### config.mk
export PLATFORM = sky130hd
export DESIGN_NAME = horner_eval
export DESIGN_NICKNAME = d
export VERILOG_FILES = /design/src/rtl/horner_pkg.sv /design/src/rtl/horner_ctrl.sv /design/src/rtl/horner_datapath.sv /design/src/rtl/horner_eval.sv
export SDC_FILE = /design/constraint.sdc
export NUM_CORES = 2
export LEC_CHECK = 0
export CORE_MARGIN = 3
export CORE_UTILIZATION = 27
export DETAILED_ROUTE_END_ITERATION = 6
export GPL_ROUTABILITY_DRIVEN = 0
export HOLD_SLACK_MARGIN = 0.1
export MAX_ROUTING_LAYER = met4
export PLACE_DENSITY_LB_ADDON = 0.2
export SLEW_MARGIN = 20
export SYNTH_ARGS = -nofsm -noshare
export SYNTH_HDL_FRONTEND = slang
export SYNTH_SLANG_ARGS = --single-unit
### constraint.sdc
create_clock -name clk -period 12.8 [get_ports clk]
set_input_delay 2.56 -clock clk [delete_from_list [all_inputs] [get_ports clk]]
set_output_delay 2.56 -clock clk [all_outputs]
set_load 0.01 [all_outputs]
### src/rtl/horner_pkg.sv
package horner_pkg;

  // Strobes handed from the control unit to the datapath each cycle.
  typedef struct packed {
    logic entryLoad;   // a sample enters the first cell this cycle
    logic coefWrite;   // an in-range coefficient write happens this cycle
  } hornerStrobes_t;

endpackage

### src/rtl/horner_ctrl.sv
module horner_ctrl
  import horner_pkg::*;
#(
  parameter int DEGREE = 4,
  parameter int IDX_W  = $clog2(DEGREE + 1)
) (
  input  logic                 clk,
  input  logic                 rstN,
  input  logic                 xValid,
  input  logic                 coefWrEn,
  input  logic [IDX_W-1:0]     coefWrIdx,
  output hornerStrobes_t       strobes,
  output logic [2*DEGREE-1:0]  stageEn,
  output logic                 yValid
);

  localparam int STAGES = 2 * DEGREE;
  localparam int CNT_W  = $clog2(STAGES + 1) + 1;

  logic [STAGES-1:0] vldQ;   // vldQ[k] = cell k holds a live sample

  always_comb begin
    strobes.entryLoad = xValid;
    strobes.coefWrite = coefWrEn && (int'(coefWrIdx) <= DEGREE);
  end

  // Cell k loads when its left neighbour presents a live sample.
  always_comb begin
    stageEn[0] = xValid;
    for (int k = 1; k < STAGES; k++) stageEn[k] = vldQ[k-1];
  end

  always_ff @(posedge clk or negedge rstN) begin
    if (!rstN) vldQ <= '0;
    else       vldQ <= {vldQ[STAGES-2:0], xValid};
  end

  assign yValid = vldQ[STAGES-1];

  // Occupancy counter used only by the checks below.
  logic [CNT_W-1:0] inFlight;
  always_ff @(posedge clk or negedge rstN) begin
    if (!rstN) inFlight <= '0;
    else       inFlight <= inFlight + CNT_W'(xValid) - CNT_W'(yValid);
  end

  p_inflight_bound_r2: assert property (@(posedge clk) disable iff (!rstN)
    int'(inFlight) <= STAGES);

  p_out_needs_in_r4: assert property (@(posedge clk) disable iff (!rstN)
    yValid |-> (inFlight != '0));

  p_full_chain_r3: assert property (@(posedge clk) disable iff (!rstN)
    (int'(inFlight) == STAGES) |-> yValid);

endmodule

### src/rtl/horner_datapath.sv
module horner_datapath
  import horner_pkg::*;
#(
  parameter int DEGREE = 4,
  parameter int X_W    = 16,
  parameter int C_W    = 16,
  parameter int ACC_W  = 32,
  parameter int IDX_W  = $clog2(DEGREE + 1)
) (
  input  logic                    clk,
  input  logic                    rstN,
  input  hornerStrobes_t          strobes,
  input  logic [2*DEGREE-1:0]     stageEn,
  input  logic signed [X_W-1:0]   xData,
  input  logic [IDX_W-1:0]        coefWrIdx,
  input  logic [C_W-1:0]          coefWrData,
  output logic signed [ACC_W-1:0] yData
);

  localparam int STAGES = 2 * DEGREE;

  typedef logic [DEGREE:0][C_W-1:0] coefBank_t;

  coefBank_t coefQ;   // live bank, element i holds a_i

  always_ff @(posedge clk or negedge rstN) begin
    if (!rstN)                  coefQ <= '0;
    else if (strobes.coefWrite) coefQ[coefWrIdx] <= coefWrData;
  end

  // Per-cell state: running value, the sample's x, and its coefficient snapshot.
  logic signed [ACC_W-1:0] accQ  [STAGES];
  logic signed [X_W-1:0]   xQ    [STAGES];
  coefBank_t               snapQ [STAGES];

  logic signed [ACC_W-1:0] accIn  [STAGES];
  logic signed [X_W-1:0]   xIn    [STAGES];
  coefBank_t               snapIn [STAGES];
  logic signed [ACC_W-1:0] accNext[STAGES];

  // Left-hand inputs: cell 0 sees the entering sample seeded with a_n.
  always_comb begin
    accIn[0]  = ACC_W'(signed'(coefQ[DEGREE]));
    xIn[0]    = xData;
    snapIn[0] = coefQ;
    for (int k = 1; k < STAGES; k++) begin
      accIn[k]  = accQ[k-1];
      xIn[k]    = xQ[k-1];
      snapIn[k] = snapQ[k-1];
    end
  end

  // Even cells scale by x; odd cell 2j+1 adds a_(DEGREE-1-j).
  generate
    for (genvar k = 0; k < STAGES; k++) begin : g_cell
      if ((k % 2) == 0) begin : g_mul
        always_comb accNext[k] = accIn[k] * ACC_W'(xIn[k]);
      end else begin : g_add
        localparam int CIDX = DEGREE - 1 - (k - 1) / 2;
        always_comb accNext[k] = accIn[k] + ACC_W'(signed'(snapIn[k][CIDX]));
      end
    end
  endgenerate

  always_ff @(posedge clk or negedge rstN) begin
    if (!rstN) begin
      for (int k = 0; k < STAGES; k++) begin
        accQ[k]  <= '0;
        xQ[k]    <= '0;
        snapQ[k] <= '0;
      end
    end else begin
      for (int k = 0; k < STAGES; k++) begin
        if (stageEn[k]) begin
          accQ[k]  <= accNext[k];
          xQ[k]    <= xIn[k];
          snapQ[k] <= snapIn[k];
        end
      end
    end
  end

  assign yData = accQ[STAGES-1];

  p_coef_write_r5: assert property (@(posedge clk) disable iff (!rstN)
    strobes.coefWrite |=> (coefQ[$past(coefWrIdx)] == $past(coefWrData)));

  p_coef_hold_r5: assert property (@(posedge clk) disable iff (!rstN)
    !strobes.coefWrite |=> $stable(coefQ));

  p_snapshot_old_r6: assert property (@(posedge clk) disable iff (!rstN)
    strobes.entryLoad |=> (snapQ[0] == $past(coefQ)));

  p_out_hold_r4: assert property (@(posedge clk) disable iff (!rstN)
    !stageEn[STAGES-1] |=> $stable(yData));

endmodule

### src/rtl/horner_eval.sv
module horner_eval
  import horner_pkg::*;
#(
  parameter int DEGREE = 4,
  parameter int X_W    = 16,
  parameter int C_W    = 16,
  parameter int ACC_W  = 32,
  parameter int IDX_W  = $clog2(DEGREE + 1)
) (
  input  logic                    clk,
  input  logic                    rstN,
  input  logic                    xValid,
  input  logic signed [X_W-1:0]   xData,
  input  logic                    coefWrEn,
  input  logic [IDX_W-1:0]        coefWrIdx,
  input  logic [C_W-1:0]          coefWrData,
  output logic                    yValid,
  output logic signed [ACC_W-1:0] yData
);

  hornerStrobes_t      strobes;
  logic [2*DEGREE-1:0] stageEn;

  horner_ctrl #(.DEGREE(DEGREE), .IDX_W(IDX_W)) u_ctrl (
    .clk       (clk),
    .rstN      (rstN),
    .xValid    (xValid),
    .coefWrEn  (coefWrEn),
    .coefWrIdx (coefWrIdx),
    .strobes   (strobes),
    .stageEn   (stageEn),
    .yValid    (yValid)
  );

  horner_datapath #(
    .DEGREE(DEGREE), .X_W(X_W), .C_W(C_W), .ACC_W(ACC_W), .IDX_W(IDX_W)
  ) u_dp (
    .clk        (clk),
    .rstN       (rstN),
    .strobes    (strobes),
    .stageEn    (stageEn),
    .xData      (xData),
    .coefWrIdx  (coefWrIdx),
    .coefWrData (coefWrData),
    .yData      (yData)
  );

endmodule

== After elaboration in Yosys (flattened, before gate mapping) ==
Cells that the tools add are included.

* Add/subtract/negate cells: 4
* Multipliers: 4
* Magnitude comparators: 3
* Mux-type cells: 3
* Reductions and logical operators: 2

{| class="wikitable"
|+ Operators with widths
! operator !! number
|-
| $add 32x16->32 || 4
|-
| $mul 32x16->32 || 3
|-
| $bwmux 80 || 1
|-
| $demux 16 s3 || 1
|-
| $mul 16x16->32 || 1
|-
| $mux 16 || 1
|-
| $lt 3x4->1 const B || 1
|-
| $ge 3x1->1 const B || 1
|-
| $le 3x3->1 const B || 1
|-
| $logic_and 1x1->1 || 2
|}

* Register bits: 696
* Bits of input ports: 39
* Word-level logic and storage cells: 52

== Logic depth before layout (Yosys ltp) ==
* Depth in word-level cells: 5
* Gate-level depth with buffers: 25
* Gate-level depth less buffers: 22

== By module ==
From an unflattened synthesis, not the netlist that was laid out.

* Cells, all modules: 7,742
* Area, all modules: 77,490.6 um^2

{| class="wikitable"
|+ By module, submodules not included
! module !! times used !! cells an instance !! area each (um^2) !! sequential area each (um^2)
|-
| horner_datapath || 1 || 7,730 || 77,264.1 || 17,216.5
|-
| horner_ctrl || 1 || 12 || 226.5 || 200.2
|}

== Worst setup path before layout ==
OpenSTA, ideal clock, no wires.

* Path type: input port to flip-flop
* Start point: input xData[8]
* End point: register u_dp.accQ, in the netlist u_dp.accIn[223]
* Setup time: 69 ps
* Data arrival time: 8,493 ps
* Setup slack: 4,238 ps
* Cell stages on the path: 22
* Cells stage by stage: clkbuf_1 clkbuf_1 nand2_1 fa_1 inv_1 fa_1 fa_1 fa_1 fa_1 inv_1 fa_1 inv_1 ha_1 a21o_1 a21o_1 o21bai_1 or3_4 a31oi_4 nor4_2 o311a_1 or4_1 nand3_1

* Cells in the longest elaborated chain, start to end: 1

{| class="wikitable"
|+ RTL lines
! what !! RTL line !! text
|-
| start, declared || horner_eval.sv:13 || <nowiki>input logic signed [X_W-1:0] xData,</nowiki>
|-
| $mul 16x16->32 || horner_datapath.sv:57 || <nowiki>always_comb accNext[k] = accIn[k] * ACC_W'(xIn[k]);</nowiki>
|-
| end signal, assigned by index || horner_datapath.sv:75 || <nowiki>accQ[k] <= accNext[k];</nowiki>
|-
| end, declared || horner_datapath.sv:32 || <nowiki>logic signed [ACC_W-1:0] accQ [STAGES];</nowiki>
|}

No other way between the ends.
A chain may end at the register's enable or synchronous reset.

== Worst setup path in the final report ==
* Start point: input xData[1]
* End point: register u_dp.accQ, in the netlist u_dp.accIn[223]

Same word-level chain as after synthesis.

==> results.json <==
{
  "status": "finished, final reports clean",
  "drt-initial-drc-count": 2620,
  "final_util": 0.298,
  "antenna_found_initial": 9,
  "netlist_area_mm2": 0.0775,
  "ys_warn_count": 0,
  "finalHoldViolCount": 0,
  "overall_overflow_remaining_after_global_route": 0,
  "finalSetupViolCount": 0,
  "cts-resized-gates": 0,
  "die_y_um": 542,
  "buffers_added_on_ports": 71,
  "syn-num-nets": 9465,
  "grt_pass1_wl_mm": 331,
  "final.fill_count": 29900,
  "route.final.wire_length_mm": 205,
  "clock_tree_from_tritoncts": "done",
  "type_of_element_capturing_the_critical_path": "flop",
  "setup_tns_ns": 0,
  "syn_to_final_growth_pct": 9.69,
  "cts_hold_buf": 0,
  "die_area_mm2": 0.293,
  "hold_class": "reg -> reg",
  "max_capacitance_violation_count": 0,
  "share_of_synthesized_area_occupied_by_flip_flops_and_latches": 0.225,
  "drive_above_1_share": 0.110,
  "crit_required_ns": 13.42,
  "criticalPathCategory": "in -> reg",
  "finish.net_count": 9368,
  "postCtsSetupBuffers": 0,
  "core_region_area_mm2": 0.285,
  "timing.final.max_slew_violations": 0,
  "drc_errors": 0,
  "path_clk_slew_ns": 0.06,
  "dieWidth_um": 542,
  "startpoint": "xData[1]",
  "vias_per_cell": 4.52,
  "fp-row-count": 196,
  "design_area_mm2": 0.0850,
  "postSynth.asyncResetShare": 1.00,
  "timing.critical_path.from_type": "input port",
  "peak_fanout_along_the_critical_path": 17,
  "clockRootBuffer": "sky130_fd_sc_hd__clkbuf_16",
  "skew_ns": 0.0441,
  "final_min_period_over_clock_period": 0.728,
  "synthFlopType": "sky130_fd_sc_hd__dfrtp_1",
  "setup_repair_after_global_routing_missed_its_margin": "no",
  "yosys.area.top_type": "sky130_fd_sc_hd__fa_1",
  "postSynthCellCount": 7766,
  "post_drt_wl_per_cell_um": 17.8,
  "finalCriticalPeriod_ns": 9.32,
  "first_global_vias": 56500,
  "syn_area_per_cell_um2": 9.98,
  "worst_slew_margin_relative_to_its_limit": 0.197,
  "postRouteAntennaNets": 0,
  "clock_tree.buffer_depth": 3,
  "clk_latency_ns": 0.69,
  "route.vias.total": 52000,
  "worst-endpoint-arrival_ns": 9.94,
  "number_of_flops_mapped_to_enable_cells_by_yosys": 0,
  "synth-seq-cells": 696,
  "rr_startpoint": "u_dp.xIn[87]",
  "io_pins": 72,
  "count_of_unique_library_cells_instantiated_by_yosys": 91,
  "max_clock_freq_ghz": 0.107,
  "dp.final_hpwl_mm": 153,
  "worstHoldStart": "u_dp.coefQ[7]",
  "yosys.area.top_type_share": 0.304,
  "dr.pass1.iters": 6,
  "clkSinkCount": 696,
  "synth_area_leaders": "sky130_fd_sc_hd__fa_1, sky130_fd_sc_hd__dfrtp_1, sky130_fd_sc_hd__mux2_2",
  "most_used_standard_cell_by_instance_count_after_synthesis": "sky130_fd_sc_hd__inv_1",
  "ctsHtreeMaxLevel": 3,
  "global_route.usage.total": 0.147,
  "synth.cells.most_frequent": "sky130_fd_sc_hd__inv_1, sky130_fd_sc_hd__fa_1, sky130_fd_sc_hd__nand2_1",
  "grt_start_max_net_pins": 150,
  "tightestPinTransition_ns": 1.20,
  "placed_area_mm2": 0.0823,
  "cts-buffers-inserted": 81,
  "starting_density_of_the_core": 0.271
}
-- logic make-up after synthesis --
family                     count (synthesis)  share of synthesized area
AOI/OAI and AO/OA                        705                     0.0604
DFF                                      696                      0.225
and+or+nand+nor                         1996                      0.125
muxes                                    604                     0.0876
xor gates and xnor gates                 272                     0.0311
buffers and inverters                   1833                     0.0891
adders and majority gates               1660                      0.382
-- through the flow --
stage                     std cells  hold slack, ns  setup slack (ns)
after floorplan                7766           0.352              4.24
after global placement        11300           0.464              2.84
after detailed placement      11300           0.487              2.82
after CTS                     11500           0.482              3.54
after global routing          11500           0.512              3.14
final                         11500           0.487              3.48
-- worst max-delay path, stage by stage --
cell and delay (ns):
sky130_fd_sc_hd__clkdlybuf4s50_1 0.98, sky130_fd_sc_hd__nand2_1 0.34, sky130_fd_sc_hd__inv_1 0.14, sky130_fd_sc_hd__fa_1 0.78, sky130_fd_sc_hd__fa_1 0.50, sky130_fd_sc_hd__fa_1 0.49
sky130_fd_sc_hd__fa_1 0.51, sky130_fd_sc_hd__fa_1 0.50, sky130_fd_sc_hd__inv_1 0.05, sky130_fd_sc_hd__fa_1 0.48, sky130_fd_sc_hd__inv_1 0.04, sky130_fd_sc_hd__ha_1 0.33
sky130_fd_sc_hd__a21o_1 0.23, sky130_fd_sc_hd__a21o_1 0.20, sky130_fd_sc_hd__o21bai_1 0.17, sky130_fd_sc_hd__or3_4 0.34, sky130_fd_sc_hd__a31oi_4 0.21, sky130_fd_sc_hd__nor4_2 0.10
sky130_fd_sc_hd__o311a_1 0.37, sky130_fd_sc_hd__or4_1 0.51, sky130_fd_sc_hd__nand3_1 0.09
-- routing by layer --
layer | wire, um | track usage | vias up
li1 | - | - | 23900
met1 | 95600 | 0.196 | 27000
met2 | 97600 | 0.240 | 817
met3 | 6840 | 0.0161 | 235
met4 | 4940 | 0.0309 | 0
met5 | 0 | - | -
-- registers in the layout (all words and copies together) (netlist names) --
register and count:
u_dp.xIn 96, u_ctrl.vldQ 8, u_dp.snapIn 256, u_dp.yData 32, u_dp.accIn 240, u_dp.coefQ 64
-- layout make-up --
cell class / instances / area, um^2 / share of cell area
Sequential cell: 696 / 17400 / 0.205
Antenna cell: 3 / 7.51 / 0.0000883
Inverter: 1510 / 5670 / 0.0667
Tap cell: 3762 / 4710 / 0.0554
Clock inverter: 33 / 413 / 0.00486
Timing Repair Buffer: 143 / 1290 / 0.0152
Clock buffer: 116 / 2290 / 0.0269
Multi-Input combinational cell: 5237 / 53200 / 0.626
-- final timing paths --
path	slack (ns)	end	depth (start not counted)
max in group asynchronous	8.64	u_dp.xIn[49]	3
min reg2reg	0.49	u_dp.snapIn[487]	1
max reg2reg	5.52	u_dp.accIn[159]	23
max	3.48	u_dp.accIn[223]	21
min in group asynchronous	1.92	u_dp.xIn[109]	1
min	0.49	u_dp.snapIn[487]	1
-- cells in the final DEF, fill, tap and decap left out, drive strengths merged, types with 10 or more instances in the layout --
| cell type | n |
|---|---|
| o21bai | 32 |
| o311ai | 13 |
| xor2 | 76 |
| clkdlybuf4s50 | 69 |
| nor3b | 11 |
| nand2b | 37 |
| nand2 | 944 |
| dfrtp | 696 |
| fa | 1178 |
| nor2b | 24 |
| or3 | 16 |
| and2 | 582 |
| clkbuf | 116 |
| inv | 1513 |
| a31o | 13 |
| a211oi | 42 |
| mux2 | 595 |
| nand3b | 10 |
| o211ai | 21 |
| nand4 | 11 |
| o21a | 35 |
| o31ai | 18 |
| or2 | 13 |
| a21oi | 205 |
| a21boi | 13 |
| a31oi | 19 |
| nor3 | 47 |
| xnor2 | 194 |
| buf | 74 |
| nand3 | 54 |
| o21ai | 113 |
| nor2 | 182 |
| ha | 482 |
| clkinv | 21 |
| and3 | 24 |
| a21o | 110 |
| nor4 | 10 |
Power is not shown: default switching activity piles up to over one toggle a cycle in this logic, so the estimate is an artifact.
